==> config.mk <==
export PLATFORM = sky130hd
export DESIGN_NAME = busarb_ctrl
export DESIGN_NICKNAME = d
export VERILOG_FILES = /design/src/rtl/busarb_pkg.sv /design/src/rtl/busarb_sync.sv /design/src/rtl/busarb_fsm.sv /design/src/rtl/busarb_ctrl.sv
export SDC_FILE = /design/constraint.sdc
export NUM_CORES = 1
export LEC_CHECK = 0
export ABC_AREA = 1
export BUFFER_PORTS_ARGS = -buffer_cell sky130_fd_sc_hd__buf_2
export CORE_AREA = 2 2 39 41
export CTS_CLUSTER_SIZE = 8
export DETAILED_ROUTE_END_ITERATION = 7
export DIE_AREA = 0 0 41 43
export GPL_TIMING_DRIVEN = 0
export PLACE_DENSITY = 0.51
export REMOVE_ABC_BUFFERS = 1
export SYNTH_ARGS = -nofsm -noshare
export SYNTH_HDL_FRONTEND = slang
export SYNTH_SLANG_ARGS = --single-unit
==> constraint.sdc <==
create_clock -name clk -period 2.6 [get_ports clk]
set_clock_uncertainty 0.15 [all_clocks]
set_input_delay 0.39 -clock clk [delete_from_list [all_inputs] [get_ports clk]]
set_output_delay 0.39 -clock clk [all_outputs]
set_load 0.05 [all_outputs]
==> src/rtl/busarb_pkg.sv <==
package busarb_pkg;
  typedef enum logic [1:0] {
    OWN_CPU  = 2'd0,  // processor drives the bus
    WAIT_END = 2'd1,  // granted, processor access still running
    RELEASED = 2'd2,  // bus idle, processor held, waiting for acknowledge
    OWN_EXT  = 2'd3   // external agent drives the bus
  } arb_state_t;
endpackage

==> src/rtl/busarb_sync.sv <==
module busarb_sync #(
  parameter int WIDTH  = 2,
  parameter int STAGES = 2
) (
  input  logic             clk,
  input  logic             rst,
  input  logic [WIDTH-1:0] async_i,
  output logic [WIDTH-1:0] sync_o
);
  generate
    if (STAGES == 0) begin : g_bypass
      assign sync_o = async_i;
    end else begin : g_chain
      logic [WIDTH-1:0] chain_q [STAGES];
      always_ff @(posedge clk) begin
        if (rst) begin
          for (int i = 0; i < STAGES; i++) chain_q[i] <= '0;
        end else begin
          chain_q[0] <= async_i;
          for (int i = 1; i < STAGES; i++) chain_q[i] <= chain_q[i-1];
        end
      end
      assign sync_o = chain_q[STAGES-1];
    end
  endgenerate
endmodule

==> src/rtl/busarb_fsm.sv <==
module busarb_fsm
  import busarb_pkg::*;
(
  input  logic clk,
  input  logic rst,
  input  logic req_s,
  input  logic ack_s,
  input  logic busy_i,
  output logic grant_o,
  output logic free_o,
  output logic hold_o
);
  arb_state_t state_q, state_d;
  logic       grant_q, free_q, hold_q;

  always_comb begin
    state_d = state_q;
    unique case (state_q)
      OWN_CPU:  if (req_s && !ack_s) state_d = WAIT_END;
      WAIT_END: begin
        if (!req_s)       state_d = OWN_CPU;
        else if (!busy_i) state_d = RELEASED;
      end
      RELEASED: begin
        if (ack_s)       state_d = OWN_EXT;
        else if (!req_s) state_d = OWN_CPU;
      end
      OWN_EXT:  if (!ack_s) state_d = OWN_CPU;
      default:  state_d = OWN_CPU;
    endcase
  end

  always_ff @(posedge clk) begin
    if (rst) begin
      state_q <= OWN_CPU;
      grant_q <= 1'b0;
      free_q  <= 1'b0;
      hold_q  <= 1'b0;
    end else begin
      state_q <= state_d;
      grant_q <= (state_d == WAIT_END) || (state_d == RELEASED);
      free_q  <= (state_d == RELEASED);
      hold_q  <= (state_d == RELEASED) || (state_d == OWN_EXT);
    end
  end

  assign grant_o = grant_q;
  assign free_o  = free_q;
  assign hold_o  = hold_q;

  logic owned;
  assign owned = hold_q && !grant_q;

  p_reset_idle_r1: assert property (@(posedge clk)
    rst |=> (!grant_q && !free_q && !hold_q));

  p_busy_blocks_free_r3: assert property (@(posedge clk) disable iff (rst)
    (grant_q && !free_q && busy_i && req_s) |=> (!free_q && !hold_q));

  p_free_needs_grant_r4: assert property (@(posedge clk) disable iff (rst)
    free_q |-> (grant_q && hold_q));

  p_take_after_free_r5: assert property (@(posedge clk) disable iff (rst)
    $rose(owned) |-> $past(free_q));

  p_return_on_ack_low_r6: assert property (@(posedge clk) disable iff (rst)
    (owned && !ack_s) |=> !hold_q);

  p_no_grant_under_ack_r7: assert property (@(posedge clk) disable iff (rst)
    (!grant_q && !hold_q && ack_s) |=> !grant_q);

  p_withdraw_r9: assert property (@(posedge clk) disable iff (rst)
    (grant_q && !req_s && !ack_s) |=> (!grant_q && !hold_q));
endmodule

==> src/rtl/busarb_ctrl.sv <==
module busarb_ctrl #(
  parameter int SYNC_STAGES = 2
) (
  input  logic clk,
  input  logic rst,
  input  logic bus_req_i,
  input  logic grant_ack_i,
  input  logic cpu_busy_i,
  output logic bus_grant_o,
  output logic bus_free_o,
  output logic cpu_hold_o
);
  localparam int NUM_ASYNC = 2;

  logic [NUM_ASYNC-1:0] async_in, sync_out;
  assign async_in = {grant_ack_i, bus_req_i};

  busarb_sync #(.WIDTH(NUM_ASYNC), .STAGES(SYNC_STAGES)) u_sync (
    .clk    (clk),
    .rst    (rst),
    .async_i(async_in),
    .sync_o (sync_out)
  );

  busarb_fsm u_fsm (
    .clk    (clk),
    .rst    (rst),
    .req_s  (sync_out[0]),
    .ack_s  (sync_out[1]),
    .busy_i (cpu_busy_i),
    .grant_o(bus_grant_o),
    .free_o (bus_free_o),
    .hold_o (cpu_hold_o)
  );

  p_hold_when_free_r4: assert property (@(posedge clk) disable iff (rst)
    bus_free_o |-> cpu_hold_o);
endmodule

* After elaboration in Yosys (flattened, before gate mapping)
Memory sizes are Yosys's and may differ from the RTL's. Index checks and enable logic that the tools add are counted.
Operators by class: bitwise logic cells 2, reductions and logical operators 5, mux-type cells 12, eq/ne operators 6
Operators with widths (number):
- $mux 2 | 8
- $eq 2x2->1 const B | 4
- $pmux 2 s4 | 1
- $eq 2x1->1 const B | 2
- $mux 1 | 3
- $logic_not 2->1 | 1
- $logic_or 1x1->1 | 2
- $or 1x1->1 | 2
- $logic_and 1x1->1 | 1
- $logic_not 1->1 | 1
Storage, ports and cells: output and inout bits 3, register bits after elaboration 5, memories 1, RAM bits 4
Memories:
- u_sync.g_chain.chain_q | words 2, width 2, rd ports 2, clocked after memory_dff 0, write ports 2, line busarb_sync.sv:14 | logic [WIDTH-1:0] chain_q [STAGES];

* Logic depth before layout (Yosys ltp)
depth after elaboration 6, mapped depth 8, gate-level depth less buffers 8

* Cells and area by module
From an unflattened synthesis, not the netlist that was laid out.
Unflattened totals: cell total of the unflattened synthesis 44, area total of the unflattened synthesis 357.8 um^2
By module, submodules not included:
- busarb_fsm | times used 1, area an instance 232.7 um^2, sequential area each 100.1 um^2, cells each 30
- busarb_sync | times used 1, area an instance 125.1 um^2, sequential area each 80.1 um^2, cells each 14

* Worst setup path before layout
Ideal clock, no wire load.
path kind reg2reg, from reg u_fsm.state_q[1], to reg u_fsm.grant_q, in the netlist u_fsm.grant_o, arrival 1.308 ns, setup slack 1.078 ns, stages on the path, launching flop included 6, clock period less this slack 1.522 ns, cell sequence dfxtp_1 -> nand2_1 -> nand3_2 -> inv_1 -> ha_1 -> nor2_1
Between the ends: word-level cells in the longest chain between the ends 5
RTL lines:
- start, declared | line busarb_fsm.sv:13 | arb_state_t state_q, state_d;
- start signal, assigned | line busarb_fsm.sv:40 | state_q <= state_d;
- $mux 2, on equally long branches | line busarb_fsm.sv:26, busarb_fsm.sv:22
- $mux 2, on equally long branches | line busarb_fsm.sv:25, busarb_fsm.sv:21
- $pmux 2 s4 (*) | line busarb_fsm.sv:18 | unique case (state_q)
- $eq 2x1->1 or $eq 2x2->1 (tied branches) | line busarb_fsm.sv:41 | grant_q <= (state_d == WAIT_END) || (state_d == RELEASED);
- $logic_or 1x1->1 (*) | line busarb_fsm.sv:41
- end signal, assigned | line busarb_fsm.sv:41
- end, declared | line busarb_fsm.sv:14 | logic grant_q, free_q, hold_q;
Every way passes the cells marked *; elsewhere a longest branch is shown, timed or not. A chain may end at the register's enable or synchronous reset.

==> results.md <==
* Run status: completed
* H-tree Lvls at 1
* Max-cap violations at 0
* Worst hold path class: input port to register
* Postcts setup bufs at 0
* Area delta synth->final at 23.4%
* P per Cell Area at 607 nW/µm²
* Setup TNS at 0 ps
* Final setup fails at 0
* Core area at 1380 µm²
* Total Wirelength at 394 µm
* Die H at 43 µm
* Row count at 14
* Placed instance area at 360 µm²
* Kind of cell adding the most delay to the critical path: flip-flops
* Starting DRT DRC Count at 1
* Synth area leader: dfxtp_1
* Peak Freq at 685 MHz
* Number of diodes at 0
* CP Capture Type: output pin
* Final period util at 56.1%
* Number of global-route vias before repair at 187
* RePlAce Congestion at 0.636
* Initial core utilization at 22.4%
* Total clock sinks at 8
* Synth top area cells: dfxtp_1 (52%), inv_1 (15%), nor2_1 (8.5%)
* Share of layout cells above drive strength 1 at 26.0%
* Worst Path Required at 2060 ps
* Slew at the pin closest to its max-slew limit at 248 ps
* Sequential share of the synthesized area at 51.6%
* First-pass GRT wire length at 614 µm
* CTS Hold Buffers Added at 0
* # DRC at 0
* Worst path max stage delay at 380 ps
* Full die area at 1760 µm²
* Average cell area after synthesis at 7.57 µm²
* Slew Viols, Final at 0
* Residual antenna-violating net count after detailed routing at 0
* Vias at 237
* Peak VDD IR at 0.208 mV
* Antenna violations before repair at 0
* Power Total at 0.233 mW
* Critical path buffers and inverters at 1
* Via density at 3.59
* RSZ-0062 raised after global routing: false
* Root Buffer Master: clkbuf_4
* CP cell instances: buf_2
* Critical path data arrival time at 920 ps
* Cts bufs inserted at 3
* Total I/O pin count at 8
* Tot GR Track Use at 5.75%
* Max clock buf depth at 2
* Largest net degree at the start of global routing at 9
* CP max-delay cell: dfxtp_1
* Flops & latches, synth at 8
* Mapped Area at 310 µm²
* Synth Instances at 41
* Utilization after layout at 27.7%
* Synth warn at 0
* WL per Instance at 5.97 µm
* DP Wirelength at 314 µm
* Final Hold Vio Count at 0
* Rel. slew slack at 83.6%
* WS Path Type: register to output pin
* Post-CTS resize count at 0
* Total grt overflow at 0
* Worst-Skew Late Latency at 250 ps
* P_leak at 0.208 nW
* Number of buffers inserted by port buffering at 7
* CTS clk-pin slew, worst paths at 50 ps
* Fin area at 383 µm²
* TritonCTS clock tree: built
* Crit Path Max Fanout at 5
* Die Width at 41 µm
* Distinct cells, synth at 12
* Pre-Repair DR Iteration Count at 2
* Crit path launch type: register
* Post-layout min period at 1460 ps
* Post-synth top area share at 51.6%
* Fillers at 157
* Layout net count at 58
## area by class of cell
class                           instances  area (µm²)  area share [%]
Sequential cell                         8         160            41.8
Multi-Input combinational cell         19        96.3            25.2
Inverter                               13        48.8            12.7
Timing Repair Buffer                    7        35.0            9.15
Clock buffer                            3        22.5            5.88
Tap cell                               16        20.0            5.23
## final timing paths
check             slack, ps                                       to                                     from  cells after the start
setup / recovery       1140                               cpu_hold_o              u_fsm.state_q[1]$_SDFF_PP0_                      1
hold / removal          190  u_sync.g_chain.chain_q[0][0]$_SDFF_PP0_                                bus_req_i                      3
setup reg to reg       1370                 u_fsm.grant_o$_SDFF_PP0_  u_sync.g_chain.chain_q[0][2]$_SDFF_PP0_                      7
hold reg to reg         250  u_sync.g_chain.chain_q[0][3]$_SDFF_PP0_  u_sync.g_chain.chain_q[0][1]$_SDFF_PP0_                      2
## power breakdown
group	internal [mW]	switching, mW	leakage [nW]
logic	0.00521	0.00773	0.128
registers	0.127	0.00190	0.0655
clock network	0.0526	0.0385	0.0138
total	0.184	0.0481	0.208
## synth_stat cells
library cell and n:
nor2_2 1, nand3_2 1, nor2_1 7, inv_1 12
inv_2 1, nand2_1 5, buf_2 1, dfxtp_1 8
a21oi_1 1, ha_1 1, nand3_1 1, nand4_1 2
## metrics by stage
stage                     cells  worst slack, ps  hold slack [ps]
after CTS                    66             1120              183
after global routing         66             1090              206
final                        66             1140              193
after floorplan              40             1080              238
after global placement       63             1290              240
after detailed placement     63             1310              243
## cells by family after synthesis
group | count (synthesis) | synth area share (%)
buf+inv | 14 | 17.3
fa+ha+maj | 1 | 4.03
compound gates | 1 | 1.61
flops | 8 | 51.6
simple gates | 17 | 25.4
## layer usage
metal | vias to the layer above | share of wire [%] | global-route usage [%]
met1 | 96 | 45 | 4.56
met3 | 0 | 6.6 | 3.14
li1 | 136 | - | -
met2 | 5 | 48 | 7.81
met4 | 0 | 0 | 8.00
met5 | - | 0 | 0
## state kept, by name, summed over array words and instances, names as in the netlist
name	cells
u_sync.g_chain.chain_q	4
u_fsm.free_o	1
u_fsm.grant_o	1
u_fsm.state_q	2
## placed cells by master (no fill, tap or decap)
master	n
inv_1	12
dfxtp_1	8
nor2_1	7
buf_2	7
nand2_1	5
clkbuf_4	3
nand4_1	2
nand3_1	1
inv_2	1
nor2_2	1
nand3_2	1
a21oi_1	1
ha_1	1
Note: power is estimated with default switching activity, not from simulation.
